--- src/rtl/eff_addr_pkg.sv ---
package eff_addr_pkg;
  typedef enum logic [1:0] {
    DSZ_NONE = 2'd0,
    DSZ_BYTE = 2'd1,
    DSZ_HALF = 2'd2,
    DSZ_WORD = 2'd3
  } disp_size_e;

  localparam int SCALE_W = 2;
  localparam int RSEL_W  = 3;
endpackage

--- src/rtl/eff_disp_ext.sv ---
module eff_disp_ext #(
  parameter int AW = 32
) (
  input  logic [AW-1:0] disp_raw,
  input  logic [1:0]    size_code,
  output logic [AW-1:0] disp_ext
);
  import eff_addr_pkg::*;

  localparam int BYTE_W = 8;
  localparam int HALF_W = 16;

  logic [AW-1:0] ext_byte;
  logic [AW-1:0] ext_half;

  assign ext_byte = {{(AW-BYTE_W){disp_raw[BYTE_W-1]}}, disp_raw[BYTE_W-1:0]};
  assign ext_half = {{(AW-HALF_W){disp_raw[HALF_W-1]}}, disp_raw[HALF_W-1:0]};

  always_comb begin
    unique case (disp_size_e'(size_code))
      DSZ_NONE: disp_ext = '0;
      DSZ_BYTE: disp_ext = ext_byte;
      DSZ_HALF: disp_ext = ext_half;
      default:  disp_ext = disp_raw;
    endcase
  end
endmodule

--- src/rtl/eff_index_scale.sv ---
module eff_index_scale #(
  parameter int AW      = 32,
  parameter int SCALE_W = 2
) (
  input  logic               idx_en,
  input  logic [AW-1:0]      idx_val,
  input  logic [SCALE_W-1:0] shamt,
  output logic [AW-1:0]      idx_scaled
);
  localparam int NSTEP = 1 << SCALE_W;

  logic [AW-1:0] gated;
  logic [AW-1:0] shifted [NSTEP];

  assign gated = idx_en ? idx_val : '0;

  for (genvar s = 0; s < NSTEP; s++) begin : g_shift
    assign shifted[s] = gated << s;
  end

  assign idx_scaled = shifted[shamt];
endmodule

--- src/rtl/eff_sum3.sv ---
module eff_sum3 #(
  parameter int AW = 32
) (
  input  logic [AW-1:0] op_a,
  input  logic [AW-1:0] op_b,
  input  logic [AW-1:0] op_c,
  output logic [AW-1:0] sum
);
  assign sum = op_a + op_b + op_c;
endmodule

--- src/rtl/eff_addr_gen.sv ---
module eff_addr_gen #(
  parameter int AW      = 32,
  parameter int SP_CODE = 4,
  parameter bit OUT_REG = 1'b1
) (
  input  logic          clk,
  input  logic          rst,
  input  logic          in_valid,
  input  logic          base_en,
  input  logic          index_en,
  input  logic [2:0]    index_sel,
  input  logic [AW-1:0] base_val,
  input  logic [AW-1:0] index_val,
  input  logic [1:0]    scale_code,
  input  logic [AW-1:0] disp_val,
  input  logic [1:0]    disp_size,
  output logic          out_valid,
  output logic [AW-1:0] addr_out,
  output logic          illegal_out
);
  import eff_addr_pkg::*;

  logic [AW-1:0] base_term;
  logic [AW-1:0] index_term;
  logic [AW-1:0] disp_term;
  logic [AW-1:0] addr_comb;
  logic          bad_index;

  assign base_term = base_en ? base_val : '0;
  assign bad_index = index_en && (index_sel == RSEL_W'(SP_CODE));

  eff_index_scale #(.AW(AW), .SCALE_W(SCALE_W)) u_scale (
    .idx_en     (index_en),
    .idx_val    (index_val),
    .shamt      (scale_code),
    .idx_scaled (index_term)
  );

  eff_disp_ext #(.AW(AW)) u_disp (
    .disp_raw  (disp_val),
    .size_code (disp_size),
    .disp_ext  (disp_term)
  );

  eff_sum3 #(.AW(AW)) u_sum (
    .op_a (base_term),
    .op_b (index_term),
    .op_c (disp_term),
    .sum  (addr_comb)
  );

  if (OUT_REG) begin : g_reg
    always_ff @(posedge clk) begin
      if (rst) begin
        out_valid   <= 1'b0;
        addr_out    <= '0;
        illegal_out <= 1'b0;
      end else begin
        out_valid <= in_valid;
        if (in_valid) begin
          addr_out    <= addr_comb;
          illegal_out <= bad_index;
        end
      end
    end
  end else begin : g_comb
    assign out_valid   = in_valid;
    assign addr_out    = addr_comb;
    assign illegal_out = bad_index;
  end
endmodule

--- config.mk ---
export PLATFORM = sky130hd
export DESIGN_NAME = eff_addr_gen
export DESIGN_NICKNAME = d
export VERILOG_FILES = /design/src/rtl/eff_addr_pkg.sv /design/src/rtl/eff_disp_ext.sv /design/src/rtl/eff_index_scale.sv /design/src/rtl/eff_sum3.sv /design/src/rtl/eff_addr_gen.sv
export SDC_FILE = /design/constraint.sdc
export NUM_CORES = 1
export LEC_CHECK = 0
export BUFFER_PORTS_ARGS = -buffer_cell sky130_fd_sc_hd__buf_4
export CORE_MARGIN = 5
export CORE_UTILIZATION = 45
export DETAILED_ROUTE_END_ITERATION = 16
export GPL_TIMING_DRIVEN = 0
export PLACE_DENSITY_LB_ADDON = 0.2
export SLEW_MARGIN = 20
export SYNTH_ARGS = -nofsm -noshare
export SYNTH_HDL_FRONTEND = slang
export SYNTH_SLANG_ARGS = --single-unit
--- constraint.sdc ---
create_clock -name clk -period 5.5 [get_ports clk]
set_input_delay 0.55 -clock clk [delete_from_list [all_inputs] [get_ports clk]]
set_output_delay 0.55 -clock clk [all_outputs]
set_load 0.02 [all_outputs]
==> summary.md <==
| Metric | Value |
|---|---|
| Sequential area share after synthesis | `0.139` |
| Die Span Y | `114 um` |
| Footprint of the multi-input gates | `3800 um2` |
| Initial Util | `0.455` |
| RSZ-0062 raised after global routing | `false` |
| Synth area leaders | `dfxtp_1 14%, fa_1 13%, mux4_2 12%` |
| DR vias | `4,742` |
| Cell Area, Placed | `6110 um2` |
| Clk pin slew, worst setup/hold paths | `0.06 ns` |
| Core box area | `10,700 um2` |
| Max Clock Skew | `0 ns` |
| Max rail drop VDD | `0.200 mV` |
| Routed wire length per instance | `15.6 um` |
| Vias in the first global route | `4,726` |
| Synth cell types | `59` |
| Relative slew slack | `0.554` |
| Crit path DAT | `4.67 ns` |
| Initial DRC Count | `296` |
| Post-CTS setup buffers | `0` |
| Status | `complete, no violations` |
| Gpl congestion | `0.915` |
| DR vias/cell | `5.28` |
| Clock Tree Buf Depth | `2` |
| Critical path class | `in -> reg` |
| Post-detail-place hpwl | `12,200 um` |
| Max-slew violation count | `0` |
| Layout area overhead | `26.8%` |
| Min cycle time layout | `4.50 ns` |
| GRT Total Usage | `0.214` |
| Hold Vio Cnt, Final | `0` |
| Syn avg cell area | `8.00 um2` |
| Layout Cells excl Fill | `898` |
| F_max | `222 MHz` |
| Synth Register Bits | `34` |
| Cell area after layout | `6200 um2` |
| EDFF count, synth | `0` |
| Gr ovfl total | `0` |
| Die width | `114 um` |
| Placed Instances | `890` |
| Clk root buf | `clkbuf_8` |
| Cells after synthesis | `611` |
| Pwr dens | `227 nW/um2` |
| Die area | `13,000 um2` |
| 1st-pass router iterations | `5` |
| Max FO, Critical Path | `10` |
| H-tree depth | `2` |
| Final setup viols | `0` |
| # hold bufs at CTS | `0` |
| Most frequent cell after synthesis | `nand2_1` |
| I/O Pins | `142` |
| Setup TNS | `0 ns` |
| Diode count | `0` |
| Area leader, netlist | `dfxtp_1` |
| Hold Crit Class | `reg -> reg` |
| Async set-or-reset flop fraction in the synthesized netlist | `0` |
| Yosys top cell area share | `0.139` |
| Synth top cells by count | `105 x nand2_1, 64 x inv_1, 60 x a21oi_1` |
| YS warnings | `0` |
| Worst-skew pair later-pin latency | `0.28 ns` |
| Worst slew pin tran | `0.669 ns` |
| Synth Cell Area | `4890 um2` |
| # fillers | `1,024` |
| Routed Antenna Nets | `0` |
| TritonCTS buffer count | `5` |
| Leak Pwr | `0.00308 uW` |
| CTS tree | `built` |
| Syn Nets | `781` |
| Drt drc | `0` |
| Clk sinks | `34` |
| Largest net degree at the start of global routing | `11` |
| Seq. cell area | `681 um2` |
| Required time of the critical path | `5.66 ns` |
| Dominant synthesized flop cell | `dfxtp_1` |
| Final wirelength | `14,000 um` |
| Ratio of cells with drive above 1 in the final layout | `0.241` |
| Crit path capture type | `register` |
| Initial antenna violation count | `0` |
| Period utilization | `0.819` |
| NumNets Final | `927` |
| Buffers on Ports | `139` |
| Cell row count | `38` |
| Startpoint Class | `primary input` |
| Resized Gates After CTS | `0` |
| First-pass GRT wire length | `23,000 um` |
| Max Cap Violations | `0` |
sequential cells by signal (all words and copies together), names as in the netlist:
| signal | flops |
|---|---|
| addr_out | 32 |
| illegal_out | 1 |
| out_valid | 1 |
path summary, 6_finish.rpt:
check                startpoint           end  slack [ns]  cells after the start
setup / recovery  scale_code[0]  addr_out[21]         1.0                     15
hold / removal     addr_out[20]  addr_out[20]        0.45                      2
setup reg to reg   addr_out[30]  addr_out[30]        4.65                      3
hold reg to reg    addr_out[20]  addr_out[20]        0.45                      2
placed cells by master, fill, tap and decap left out, types with 12 or more instances in the layout:
cell	netlist	layout
fa_1	32	32
inv_1	64	64
dfxtp_1	34	34
a21o_1	16	16
clkbuf_1	25	26
a21oi_1	60	60
nand3_1	14	14
mux2i_1	15	15
buf_4	1	140
o21ai_1	18	18
nand2_1	105	105
mux4_2	27	27
nand4_1	14	14
xnor2_1	12	12
ha_1	30	30
nor2_1	34	34
kinds of logic (layout without fill, tap and decap cells):
| group | count (synthesis) | after routing | share of synthesized area |
|---|---|---|---|
| AO/OA/AOI/OAI | 150 | 150 | 0.189 |
| XOR/XNOR | 23 | 23 | 0.0440 |
| adder cells (fa/ha/maj) | 62 | 62 | 0.208 |
| buffers and inverters | 102 | 249 | 0.0829 |
| flip-flops | 34 | 34 | 0.139 |
| multiplexers | 43 | 43 | 0.157 |
| AND/OR/NAND/NOR | 197 | 197 | 0.180 |
layout make-up:
type | count | area share
Buffer | 37 | 0.0260
Timing Repair Buffer | 139 | 0.168
Inverter | 65 | 0.0394
Clock buffer | 7 | 0.0139
Tap cell | 140 | 0.0283
Sequential cell | 34 | 0.110
Clock inverter | 1 | 0.000807
Multi-Input combinational cell | 475 | 0.613
critical path, cell delays in order:
cell and delay, ns:
buf_6 0.11, clkbuf_1 0.52, mux2_2 0.30, nand3_1 0.10, fa_1 0.56, inv_1 0.05, ha_1 0.22, fa_1 0.43
a211oi_1 0.33, o211ai_1 0.23, a221oi_1 0.27, o21ai_1 0.26, a311oi_1 0.36, xor2_1 0.27, o21ai_1 0.09
metrics by stage:
step	setup slack, ns	hold slack, ns	util	power (uW)
after floorplan	1.42	0.523	-	929
after global placement	0.752	0.437	0.568	1210
after detailed placement	0.733	0.444	0.568	1220
after CTS	1.02	0.453	0.577	1410
after global routing	0.706	0.476	0.577	1530
final	0.996	0.452	0.577	1410
metal layers:
metal	vias to the layer above	GRT usage	wire [um]
met1	2159	0.338	7090
li1	2417	-	-
met5	-	0	0
met3	10	0.0174	798
met2	156	0.321	5940
met4	0	0.0412	139
power by group:
part / internal, uW / switching, uW / leakage [uW]
clock: 101 / 85.8 / 0.0000482
combinational: 391 / 516 / 0.00275
sequential: 292 / 24.9 / 0.000281
No activity file was read; power rests on OpenSTA's default activity.
